**src/rtl/pwr_mode_pkg.sv**
```systemverilog
package pwr_mode_pkg;
    localparam int MODE_W = 3;

    typedef enum logic [MODE_W-1:0] {
        PM_NORMAL = 3'd0,
        PM_SLOW   = 3'd1,
        PM_SLEEP0 = 3'd2,
        PM_SLEEP1 = 3'd3,
        PM_IDLE0  = 3'd4,
        PM_IDLE1  = 3'd5,
        PM_SPINUP = 3'd6
    } pm_state_e;

    function automatic logic is_low_power(input pm_state_e s);
        return (s == PM_SLEEP0) || (s == PM_SLEEP1) ||
               (s == PM_IDLE0)  || (s == PM_IDLE1);
    endfunction
endpackage

```
**src/rtl/pwr_mode_fsm.sv**
```systemverilog
module pwr_mode_fsm
    import pwr_mode_pkg::*;
#(
    parameter int DIV_W     = 3,
    parameter int SLOW_CODES = 2
) (
    input  logic             clk,
    input  logic             rst_n,
    input  logic [DIV_W-1:0] clk_div_sel,
    input  logic             fast_sel,
    input  logic             idle_en,
    input  logic             keep_sysclk,
    input  logic             wdt_on,
    input  logic             lvd_on,
    input  logic             halt_req,
    input  logic             wake_evt,
    input  logic             hosc_ready,
    output pm_state_e        state_q,
    output pm_state_e        ret_q,
    output logic             enter_lp,
    output logic             enter_deep
);
    localparam logic [DIV_W-1:0] SLOW_LIMIT = DIV_W'(SLOW_CODES);

    logic      want_slow;
    pm_state_e lp_target;
    pm_state_e state_d;
    pm_state_e ret_d;

    assign want_slow = !fast_sel && (clk_div_sel < SLOW_LIMIT);

    always_comb begin
        if (idle_en)
            lp_target = keep_sysclk ? PM_IDLE1 : PM_IDLE0;
        else
            lp_target = (wdt_on || lvd_on) ? PM_SLEEP1 : PM_SLEEP0;
    end

    always_comb begin
        state_d  = state_q;
        ret_d    = ret_q;
        enter_lp = 1'b0;
        unique case (state_q)
            PM_NORMAL: begin
                if (halt_req) begin
                    enter_lp = 1'b1;
                    state_d  = lp_target;
                    ret_d    = PM_NORMAL;
                end else if (want_slow) begin
                    state_d = PM_SLOW;
                end
            end
            PM_SLOW: begin
                if (halt_req) begin
                    enter_lp = 1'b1;
                    state_d  = lp_target;
                    ret_d    = PM_SLOW;
                end else if (!want_slow) begin
                    state_d = PM_SPINUP;
                end
            end
            PM_SPINUP: begin
                if (halt_req) begin
                    enter_lp = 1'b1;
                    state_d  = lp_target;
                    ret_d    = PM_SLOW;
                end else if (want_slow) begin
                    state_d = PM_SLOW;
                end else if (hosc_ready) begin
                    state_d = PM_NORMAL;
                end
            end
            PM_SLEEP0, PM_SLEEP1, PM_IDLE0, PM_IDLE1: begin
                if (wake_evt) state_d = ret_q;
            end
            default: state_d = PM_NORMAL;
        endcase
    end

    assign enter_deep = enter_lp && (lp_target == PM_SLEEP0);

    always_ff @(posedge clk or negedge rst_n) begin
        if (!rst_n) begin
            state_q <= PM_NORMAL;
            ret_q   <= PM_NORMAL;
        end else begin
            state_q <= state_d;
            ret_q   <= ret_d;
        end
    end

    assert_lp_halt_ignored_R8: assert property (@(posedge clk) disable iff (!rst_n)
        (is_low_power(state_q) && !wake_evt) |=> $stable(state_q));

    assert_wake_returns_R7: assert property (@(posedge clk) disable iff (!rst_n)
        (is_low_power(state_q) && wake_evt) |=> (state_q == $past(ret_q)));

    assert_spinup_waits_R3: assert property (@(posedge clk) disable iff (!rst_n)
        (state_q == PM_SPINUP && !hosc_ready && !halt_req && !want_slow)
        |=> (state_q == PM_SPINUP));

    assert_halt_enters_lp_R4: assert property (@(posedge clk) disable iff (!rst_n)
        (!is_low_power(state_q) && halt_req) |=> is_low_power(state_q));

    assert_return_is_run_R7: assert property (@(posedge clk) disable iff (!rst_n)
        (ret_q == PM_NORMAL) || (ret_q == PM_SLOW));
endmodule

```
**src/rtl/pwr_clk_gates.sv**
```systemverilog
module pwr_clk_gates
    import pwr_mode_pkg::*;
(
    input  logic      clk,
    input  logic      rst_n,
    input  pm_state_e state_q,
    input  pm_state_e ret_q,
    output logic      cpu_clk_en,
    output logic      sys_clk_en,
    output logic      wdt_clk_en,
    output logic      tbase_clk_en,
    output logic      hs_clk_sel
);
    always_comb begin
        cpu_clk_en   = 1'b0;
        sys_clk_en   = 1'b0;
        wdt_clk_en   = 1'b1;
        tbase_clk_en = 1'b1;
        hs_clk_sel   = 1'b0;
        unique case (state_q)
            PM_NORMAL: begin
                cpu_clk_en = 1'b1;
                sys_clk_en = 1'b1;
                hs_clk_sel = 1'b1;
            end
            PM_SLOW, PM_SPINUP: begin
                cpu_clk_en = 1'b1;
                sys_clk_en = 1'b1;
            end
            PM_SLEEP0: begin
                wdt_clk_en   = 1'b0;
                tbase_clk_en = 1'b0;
                hs_clk_sel   = (ret_q == PM_NORMAL);
            end
            PM_SLEEP1: begin
                tbase_clk_en = 1'b0;
                hs_clk_sel   = (ret_q == PM_NORMAL);
            end
            PM_IDLE0: begin
                hs_clk_sel = (ret_q == PM_NORMAL);
            end
            PM_IDLE1: begin
                sys_clk_en = 1'b1;
                hs_clk_sel = (ret_q == PM_NORMAL);
            end
            default: begin
                cpu_clk_en = 1'b1;
                sys_clk_en = 1'b1;
            end
        endcase
    end

    assert_cpu_needs_sys_R6: assert property (@(posedge clk) disable iff (!rst_n)
        cpu_clk_en |-> sys_clk_en);

    assert_tbase_needs_wdt_R6: assert property (@(posedge clk) disable iff (!rst_n)
        tbase_clk_en |-> wdt_clk_en);
endmodule

```
**src/rtl/pwr_status_flags.sv**
```systemverilog
module pwr_status_flags (
    input  logic clk,
    input  logic rst_n,
    input  logic enter_lp,
    input  logic enter_deep,
    input  logic pd_clr,
    input  logic wdt_expire,
    output logic pd_flag,
    output logic to_flag,
    output logic wdt_clr
);
    always_ff @(posedge clk or negedge rst_n) begin
        if (!rst_n) begin
            pd_flag <= 1'b0;
            to_flag <= 1'b0;
            wdt_clr <= 1'b0;
        end else begin
            wdt_clr <= enter_deep;
            if (enter_lp)    pd_flag <= 1'b1;
            else if (pd_clr) pd_flag <= 1'b0;
            if (enter_lp)        to_flag <= 1'b0;
            else if (wdt_expire) to_flag <= 1'b1;
        end
    end

    assert_wdt_clr_single_R11: assert property (@(posedge clk) disable iff (!rst_n)
        wdt_clr |=> !wdt_clr);

    assert_pd_sticky_R9: assert property (@(posedge clk) disable iff (!rst_n)
        (pd_flag && !pd_clr) |=> pd_flag);

    assert_halt_clears_to_R10: assert property (@(posedge clk) disable iff (!rst_n)
        enter_lp |=> (!to_flag && pd_flag));
endmodule

```
**src/rtl/pwr_mode_ctrl.sv**
```systemverilog
module pwr_mode_ctrl
    import pwr_mode_pkg::*;
#(
    parameter int DIV_W      = 3,
    parameter int SLOW_CODES = 2
) (
    input  logic             clk,
    input  logic             rst_n,
    input  logic [DIV_W-1:0] clk_div_sel,
    input  logic             fast_sel,
    input  logic             idle_en,
    input  logic             keep_sysclk,
    input  logic             wdt_on,
    input  logic             lvd_on,
    input  logic             halt_req,
    input  logic             wake_evt,
    input  logic             hosc_ready,
    input  logic             pd_clr,
    input  logic             wdt_expire,
    output logic [2:0]       mode,
    output logic             cpu_clk_en,
    output logic             sys_clk_en,
    output logic             wdt_clk_en,
    output logic             tbase_clk_en,
    output logic             hs_clk_sel,
    output logic             wdt_clr,
    output logic             pd_flag,
    output logic             to_flag
);
    pm_state_e state_q;
    pm_state_e ret_q;
    logic      enter_lp;
    logic      enter_deep;

    pwr_mode_fsm #(.DIV_W(DIV_W), .SLOW_CODES(SLOW_CODES)) u_fsm (
        .clk         (clk),
        .rst_n       (rst_n),
        .clk_div_sel (clk_div_sel),
        .fast_sel    (fast_sel),
        .idle_en     (idle_en),
        .keep_sysclk (keep_sysclk),
        .wdt_on      (wdt_on),
        .lvd_on      (lvd_on),
        .halt_req    (halt_req),
        .wake_evt    (wake_evt),
        .hosc_ready  (hosc_ready),
        .state_q     (state_q),
        .ret_q       (ret_q),
        .enter_lp    (enter_lp),
        .enter_deep  (enter_deep)
    );

    pwr_clk_gates u_gates (
        .clk          (clk),
        .rst_n        (rst_n),
        .state_q      (state_q),
        .ret_q        (ret_q),
        .cpu_clk_en   (cpu_clk_en),
        .sys_clk_en   (sys_clk_en),
        .wdt_clk_en   (wdt_clk_en),
        .tbase_clk_en (tbase_clk_en),
        .hs_clk_sel   (hs_clk_sel)
    );

    pwr_status_flags u_flags (
        .clk        (clk),
        .rst_n      (rst_n),
        .enter_lp   (enter_lp),
        .enter_deep (enter_deep),
        .pd_clr     (pd_clr),
        .wdt_expire (wdt_expire),
        .pd_flag    (pd_flag),
        .to_flag    (to_flag),
        .wdt_clr    (wdt_clr)
    );

    assign mode = state_q;

    assert_deep_clear_R11: assert property (@(posedge clk) disable iff (!rst_n)
        wdt_clr |-> (mode == 3'd2));

    assert_deep_gated_R6: assert property (@(posedge clk) disable iff (!rst_n)
        (mode == 3'd2) |-> (!sys_clk_en && !wdt_clk_en && !tbase_clk_en));
endmodule

```
**config.mk**
```make
export PLATFORM = sky130hd
export DESIGN_NAME = pwr_mode_ctrl
export DESIGN_NICKNAME = d
export VERILOG_FILES = /design/src/rtl/pwr_mode_pkg.sv /design/src/rtl/pwr_mode_fsm.sv /design/src/rtl/pwr_clk_gates.sv /design/src/rtl/pwr_status_flags.sv /design/src/rtl/pwr_mode_ctrl.sv
export SDC_FILE = /design/constraint.sdc
export NUM_CORES = 1
export LEC_CHECK = 0
export BUFFER_PORTS_ARGS = -buffer_cell sky130_fd_sc_hd__buf_4
export CORE_ASPECT_RATIO = 1.2
export CORE_MARGIN = 10
export CORE_UTILIZATION = 26
export DETAILED_ROUTE_END_ITERATION = 10
export PLACE_DENSITY_LB_ADDON = 0.12
export SLEW_MARGIN = 20
export SYNTH_ARGS = -nofsm -noshare
export SYNTH_HDL_FRONTEND = slang
export SYNTH_SLANG_ARGS = --single-unit
export TNS_END_PERCENT = 10
```
**constraint.sdc**
```tcl
create_clock -name clk -period 3.9 [get_ports clk]
set_input_delay 0.975 -clock clk [delete_from_list [all_inputs] [get_ports clk]]
set_output_delay 0.975 -clock clk [all_outputs]
set_load 0.01 [all_outputs]
```
==> summary.md, run 1 <==
| Metric | Value |
|---|---|
| Top-count cell post-synth | `dfrtp_1` |
| Clock root cell | `clkbuf_4` |
| Number of setup buffers added after CTS | `0` |
| Mean Syn Cell Area | `8.967 sq um` |
| Core area | `2117 sq um` |
| Number of distinct library cells after synthesis | `40` |
| Max incr delay on CP | `0.60 ns` |
| CTS HTree Levels | `1` |
| Ys flop type | `dfrtp_1` |
| Vias | `594` |
| Post-synth top area share | `29.60%` |
| CTS tree | `yes` |
| Detailed router's first-iteration violation count | `5` |
| Maximum vdd drop | `0.0003531 V` |
| Clk_lat worst skew | `0.24 ns` |
| CP cell instances | `or2b_4, o22ai_1, buf_4` |
| Post-synth EDFFs | `0` |
| CP max-delay cell | `dfrtp_1` |
| Clock Pin Slew Worst Setup and Hold Paths | `0.05 ns` |
| Final Cycle Share | `63.51%` |
| Mapped Cells | `66` |
| Nets | `107` |
| Post-layout min period | `2.477 ns` |
| Worst EP required | `2.92 ns` |
| Die Wd | `63.55 microns` |
| Die height | `72.26 microns` |
| # setup viols final | `0` |
| TritonCTS Sinks | `7` |
| Die area | `4592 sq um` |
| Grt total ovfl | `0` |
| DP HPWL | `1402 microns` |
| DR pass1 iterations | `4` |
| Leak Pwr | `0.0003524 uW` |
| Post-Syn Area | `591.8 sq um` |
| Largest area contributor in the synthesized netlist | `dfrtp_1` |
| Layout Utilization | `38.48%` |
| Via density | `4.909` |
| Syn_nets | `81` |
| Wire per inst | `14.20 microns` |
| Top cells by area, synth | `dfrtp_1, nand2b_1, a2111oi_4` |
| Critical Path Sink Type | `primary output` |
| RSZ-0062 raised after global routing | `false` |
| Startpoint types | `register` |
| Hold buffers post-CTS | `0` |
| Outcome | `finished, final reports clean` |
| Num CTS Buffers | `3` |
| Largest net degree at the start of global routing | `16` |
| Vias in the first global route | `597` |
| Setup TNS | `0 ns` |
| Post-CTS Resized | `0` |
| Max-cap violation count | `0` |
| Layout area overhead | `37.63%` |
| Clk buf depth | `2` |
| DRT antenna net count | `0` |
| Post-synth ARST share | `100.0%` |
| Final Hold Viols | `0` |
| Tot Pwr | `549.5 uW` |
| CP Data Arrival Time | `1.50 ns` |
| Drt total wl | `1718 microns` |
| Global-route wire length before repair | `2835 microns` |
| Site Rows | `18` |
| Max Freq | `403.7 MHz` |
| Residual DRC | `0` |
| Starting Density | `27.96%` |
| Critical setup path kind | `register to primary output` |
| I/O pin count | `26` |
| Power Density | `674.6 nW/um^2` |
| Most instantiated cells after synthesis | `dfrtp_1, nand2b_1, a21oi_1, nand2_1` |
| Layout cells sized above 1 | `38.46%` |
| Clock Skew | `0.001721 ns` |
| Crit path max fanout | `14` |
| Sequential fraction of the synthesis area | `29.60%` |
| Min-delay worst type | `register to register` |
| Synth Warn # | `0` |
| Worst Tran Pin Value | `0.4384 ns` |
| Final max-slew violation count | `0` |
| Buffers on Ports | `24` |
| Worst rel slew slack | `70.78%` |
| GP Congestion | `0.8041` |
| Initial antenna violation count | `0` |
| FF+latch count, synth | `7` |
| GRT Total Usage | `7.434%` |
| Number of diodes | `0` |
[routing by layer]
layer / vias to the layer above / GRT usage (%) / wire [microns]
met3: 2 / 2.458 / 73
met1: 277 / 8.479 / 777
met4: 0 / 2.190 / 19
li1: 297 / - / -
met5: - / 0 / 0
met2: 18 / 12.86 / 848
[area by class of cell]
| type | count | area (sq um) |
|---|---|---|
| Timing Repair Buffer | 24 | 180.2 |
| Sequential cell | 7 | 175.2 |
| Multi-Input combinational cell | 52 | 380.4 |
| Tap cell | 30 | 37.54 |
| Fill cell | 252 | 1303 |
| Clock buffer | 4 | 26.28 |
| Inverter | 4 | 15.01 |
[critical path: cells and delay by family (launching register included)]
family          cells  cell delay [ns]
compound gates      1             0.15
simple gates        1             0.35
buf+inv             1             0.15
flops               1             0.60
[final timing paths]
kind | start | to | slack, ns | cells past startpoint
worst max-delay path | u_fsm.state_q[1] | hs_clk_sel | 1.42 | 3
worst min-delay path | u_flags.to_flag | u_flags.to_flag | 0.48 | 1
worst max register to register | u_fsm.state_q[1] | u_fsm.state_q[0] | 2.17 | 4
worst min register to register | u_flags.to_flag | u_flags.to_flag | 0.48 | 1
max in group asynchronous | rst_n | u_fsm.ret_q[0] | 3.25 | 1
min in group asynchronous | rst_n | u_flags.pd_flag | 0.53 | 1
[cell families after synthesis]
logic type / Yosys count / share of synthesized area [%]
AND/OR/NAND/NOR: 30 / 31.29
flip-flops: 7 / 29.60
AO/OA/AOI/OAI: 21 / 31.50
buffers and inverters: 7 / 6.130
XOR/XNOR: 1 / 1.480
[cells in the final DEF (no fill, tap or decap), drive strengths merged]
| cell | synthesis | routed |
|---|---|---|
| or3 | 2 | 2 |
| clkbuf | 0 | 4 |
| a21oi | 4 | 4 |
| a21o | 1 | 1 |
| and3 | 1 | 1 |
| nor3b | 1 | 1 |
| dfrtp | 7 | 7 |
| a311oi | 2 | 2 |
| a41o | 1 | 1 |
| o2bb2ai | 1 | 1 |
| xnor2 | 1 | 1 |
| nor2 | 3 | 3 |
| buf | 3 | 24 |
| nand3 | 1 | 1 |
| inv | 4 | 4 |
| nand2 | 4 | 4 |
| or2b | 2 | 2 |
| or2 | 1 | 1 |
| o32ai | 2 | 2 |
| nor3 | 4 | 4 |
| nor2b | 2 | 2 |
| nor4 | 1 | 1 |
| o311ai | 1 | 1 |
| o22ai | 1 | 1 |
| a21boi | 1 | 1 |
| nand2b | 6 | 6 |
| o31a | 1 | 1 |
| nand3b | 1 | 1 |
| o32a | 1 | 1 |
| o21ai | 3 | 3 |
| a2111oi | 1 | 1 |
| o21a | 1 | 1 |
| and2 | 1 | 1 |
[registers in the layout (all words and copies together), names as in the netlist]
signal           flops
u_flags.pd_flag      1
u_flags.to_flag      1
u_flags.wdt_clr      1
u_fsm.ret_q          1
u_fsm.state_q        3
[stage by stage]
| step | area, sq um | std cells | setup WS (ns) | hold WS, ns |
|---|---|---|---|---|
| 6_report | 814.5 | 121 | 1.423 | 0.4823 |
| 5_1_grt | 814.5 | 121 | 1.317 | 0.4933 |
| 4_1_cts | 814.5 | 121 | 1.400 | 0.4845 |
| 3_5_place_dp | 788.3 | 117 | 1.582 | 0.4739 |
| 3_3_place_gp | 788.3 | 117 | 1.575 | 0.4651 |
| 2_1_floorplan | 591.8 | 66 | 1.780 | 0.5164 |
[power by group]
| group | total [uW] | internal [uW] | switching, uW |
|---|---|---|---|
| clock | 62.4 | 38.8 | 23.6 |
| combinational | 325 | 173 | 152 |
| sequential | 162 | 101 | 60.3 |
Note: power is estimated with default switching activity, not from simulation.
==> run 2: changes to the inputs <==
--- a/config.mk
+++ b/config.mk
@@ -5,6 +5,7 @@
 export SDC_FILE = /design/constraint.sdc
 export NUM_CORES = 1
 export LEC_CHECK = 0
+export ABC_AREA = 1
 export BUFFER_PORTS_ARGS = -buffer_cell sky130_fd_sc_hd__buf_4
 export CORE_ASPECT_RATIO = 1.2
 export CORE_MARGIN = 10
==> constraint.sdc (replaced) <==
create_clock -name clk -period 2.42 [get_ports clk]
set_input_delay 0.605 -clock clk [delete_from_list [all_inputs] [get_ports clk]]
set_output_delay 0.605 -clock clk [all_outputs]
set_load 0.01 [all_outputs]
==> summary.md, run 2 <==
| Metric | Value |
|---|---|
| Die area | `3960 sq um (was 4592 sq um)` |
| Sequential fraction of the synthesis area | `36.65% (was 29.60%)` |
| CP cell instances | `nor2_1, nand2_1, nand3_2, inv_1, o21ai_0, buf_4 (was or2b_4, o22ai_1, buf_4)` |
| Nets | `117 (was 107)` |
| RSZ-0062 raised after global routing | `false (unchanged)` |
| Initial antenna violation count | `0 (unchanged)` |
| Num CTS Buffers | `3 (unchanged)` |
| Mean Syn Cell Area | `6.547 sq um (was 8.967 sq um)` |
| Ys flop type | `dfrtp_1 (unchanged)` |
| DRT antenna net count | `0 (unchanged)` |
| # setup viols final | `0 (unchanged)` |
| Critical Path Sink Type | `primary output (unchanged)` |
| Min-delay worst type | `input pin to async pin (was register to register)` |
| Layout cells sized above 1 | `32.67% (was 38.46%)` |
| Max-cap violation count | `0 (unchanged)` |
| Starting Density | `28.42% (was 27.96%)` |
| Worst setup margin | `0.4011 ns (was 1.423 ns)` |
| CTS tree | `yes (unchanged)` |
| Top-count cell post-synth | `nand2_1 (was dfrtp_1)` |
| Post-CTS Resized | `0 (unchanged)` |
| CP Data Arrival Time | `1.41 ns (was 1.50 ns)` |
| Die Wd | `59.14 microns (was 63.55 microns)` |
| TritonCTS Sinks | `7 (unchanged)` |
| Outcome | `finished, final reports clean (unchanged)` |
| Max Freq | `495.3 MHz` |
| Mapped Cells | `73 (was 66)` |
| I/O pin count | `26 (unchanged)` |
| Clk_lat worst skew | `0.25 ns (was 0.24 ns)` |
| Post-synth top area share | `36.65% (was 29.60%)` |
| Post-Syn Area | `478.0 sq um (was 591.8 sq um)` |
| Clock Skew | `0.004345 ns (was 0.001721 ns)` |
| Critical setup path kind | `register to primary output (unchanged)` |
| Most instantiated cells after synthesis | `nand2_1, inv_1, dfrtp_1 (was dfrtp_1, nand2b_1, a21oi_1, nand2_1)` |
| GRT Total Usage | `6.967% (was 7.434%)` |
| Number of distinct library cells after synthesis | `14 (was 40)` |
| Layout area overhead | `47.91% (was 37.63%)` |
| Drt total wl | `1314 microns (was 1718 microns)` |
| Setup TNS | `0 ns (unchanged)` |
| Clk buf depth | `2 (unchanged)` |
| Via density | `4.487 (was 4.909)` |
| Post-Place Setup Slack | `0.6644 ns (was 1.582 ns)` |
| Worst EP required | `1.81 ns (was 2.92 ns)` |
| Core area | `1682 sq um (was 2117 sq um)` |
| Worst Tran Pin Value | `0.2566 ns (was 0.4384 ns)` |
| FF+latch count, synth | `7 (unchanged)` |
| Most frequent cells in the layout | `nand2_1, buf_4, inv_1, dfrtp_1, nor2_1 (was buf_4, dfrtp_1, nand2b_1, nand2_1, a21oi_1)` |
| Crit path max fanout | `7 (was 14)` |
| Clock root cell | `clkbuf_4 (unchanged)` |
| Startpoint types | `register (unchanged)` |
| Post-layout min period | `2.019 ns` |
| Maximum vdd drop | `0.0003994 V (was 0.0003531 V)` |
| Top cells by area, synth | `dfrtp_1, nand2_1, inv_1 (was dfrtp_1, nand2b_1, a2111oi_4)` |
| Syn_nets | `88 (was 81)` |
| Largest area contributor in the synthesized netlist | `dfrtp_1 (unchanged)` |
| Wire per inst | `11.04 microns (was 14.20 microns)` |
| Number of diodes | `0 (unchanged)` |
| DP HPWL | `1112 microns (was 1402 microns)` |
| Worst rel slew slack | `82.89% (was 70.78%)` |
| Non-filler cells, final | `119 (was 121)` |
| Clock Pin Slew Worst Setup and Hold Paths | `0.05 ns (about the same)` |
| Buffers on Ports | `24 (unchanged)` |
| Crit Reg-Reg Startpoint | `u_fsm.state_q[1] (unchanged)` |
| Max FFs per register | `3 (unchanged)` |
| Site Rows | `16 (was 18)` |
| Power Density | `1116 nW/um^2 (was 674.6 nW/um^2)` |
| Residual DRC | `0 (unchanged)` |
| Biggest register | `u_fsm.state_q (unchanged)` |
| CTS HTree Levels | `1 (unchanged)` |
| Final Cycle Share | `83.43%` |
| Largest net degree at the start of global routing | `9 (was 16)` |
| Post-synth ARST share | `100.0% (unchanged)` |
| Final max-slew violation count | `0 (unchanged)` |
| GP Congestion | `0.7342 (was 0.8041)` |
| Crit path buf inv count | `2 (was 1)` |
| Synth Warn # | `0 (unchanged)` |
| Number of setup buffers added after CTS | `0 (unchanged)` |
| Placed Instances | `115 (was 117)` |
| Detailed router's first-iteration violation count | `14 (was 5)` |
| Max incr delay on CP | `0.46 ns (was 0.60 ns)` |
| CP max-delay cell | `dfrtp_1 (unchanged)` |
| Vias | `534 (was 594)` |
| Top delay family on crit path | `flip-flops (unchanged)` |
| Post-synth EDFFs | `0 (unchanged)` |
| Global-route wire length before repair | `2214 microns (was 2835 microns)` |
| Leak Pwr | `0.0004044 uW (was 0.0003524 uW)` |
| Vias in the first global route | `560 (was 597)` |
| Hold buffers post-CTS | `0 (unchanged)` |
| Grt total ovfl | `0 (unchanged)` |
| CP Launch Point | `u_fsm.state_q[1] (unchanged)` |
| Die height | `66.97 microns (was 72.26 microns)` |
| DR pass1 iterations | `4 (unchanged)` |
| Final Hold Viols | `0 (unchanged)` |
| Commonest non-fill, non-tap cell in the layout | `nand2_1 (was buf_4)` |
| Tot Pwr | `788.9 uW (was 549.5 uW)` |
run 2: changes by cell type in the layout (fill, tap and decap cells not counted), moves of 3 or more:
cell / delta
nor3_1: -3
inv_1: +11
nand2_1: +23
nand3_2: +3
nand2b_1: -6
nand3_1: +3
run 2: cell type report:
type                       instances  area (sq um)
fill                             209         974.7
multi-input combinational         52         250.2
timing repair buffer              24         180.2
sequential                         7         175.2
inverter                          14         52.55
clock buffer                       4         26.28
tap                               18         22.52
run 2: final timing paths:
kind	to	slack, ns	depth (start not counted)
worst max register to register	u_fsm.state_q[0]	1.07	8
min in group clk	u_flags.to_flag	0.48	1
worst min-delay path	u_fsm.state_q[0]	0.16	1
worst max-delay path	hs_clk_sel	0.40	6
worst min register to register	u_flags.to_flag	0.48	1
max in group asynchronous	u_fsm.ret_q[0]	2.14	1
run 2: logic make-up after synthesis:
logic type / after synthesis / synth area share [%]
and+or+nand+nor: 44 / 43.46
buffers and inverters: 14 / 10.99
AOI/OAI and AO/OA: 8 / 8.900
DFF: 7 / 36.65
run 2: power by group:
group | switching, uW | internal (uW)
clock network | 40.0 | 62.7
logic | 258 | 209
registers | 54.3 | 165
total | 352 | 437
run 2: through the flow:
| step | instance area [sq um] | utilization, % | hold slack (ns) |
|---|---|---|---|
| 4_1_cts | 706.9 | 42.04 | 0.1532 |
| 3_5_place_dp | 680.7 | 40.48 | 0.4224 |
| 3_3_place_gp | 680.7 | 40.48 | 0.4210 |
| 2_1_floorplan | 478.0 | - | 0.3094 |
| 6_report | 706.9 | 42.04 | 0.1588 |
| 5_1_grt | 706.9 | 42.04 | 0.1349 |
run 2: per-layer routing:
metal	vias up	track usage [%]	part of all wire, %
li1	281	-	-
met1	232	6.517	38
met2	19	12.24	51
met3	2	3.985	9.3
met4	0	2.586	1.3
met5	-	0	0
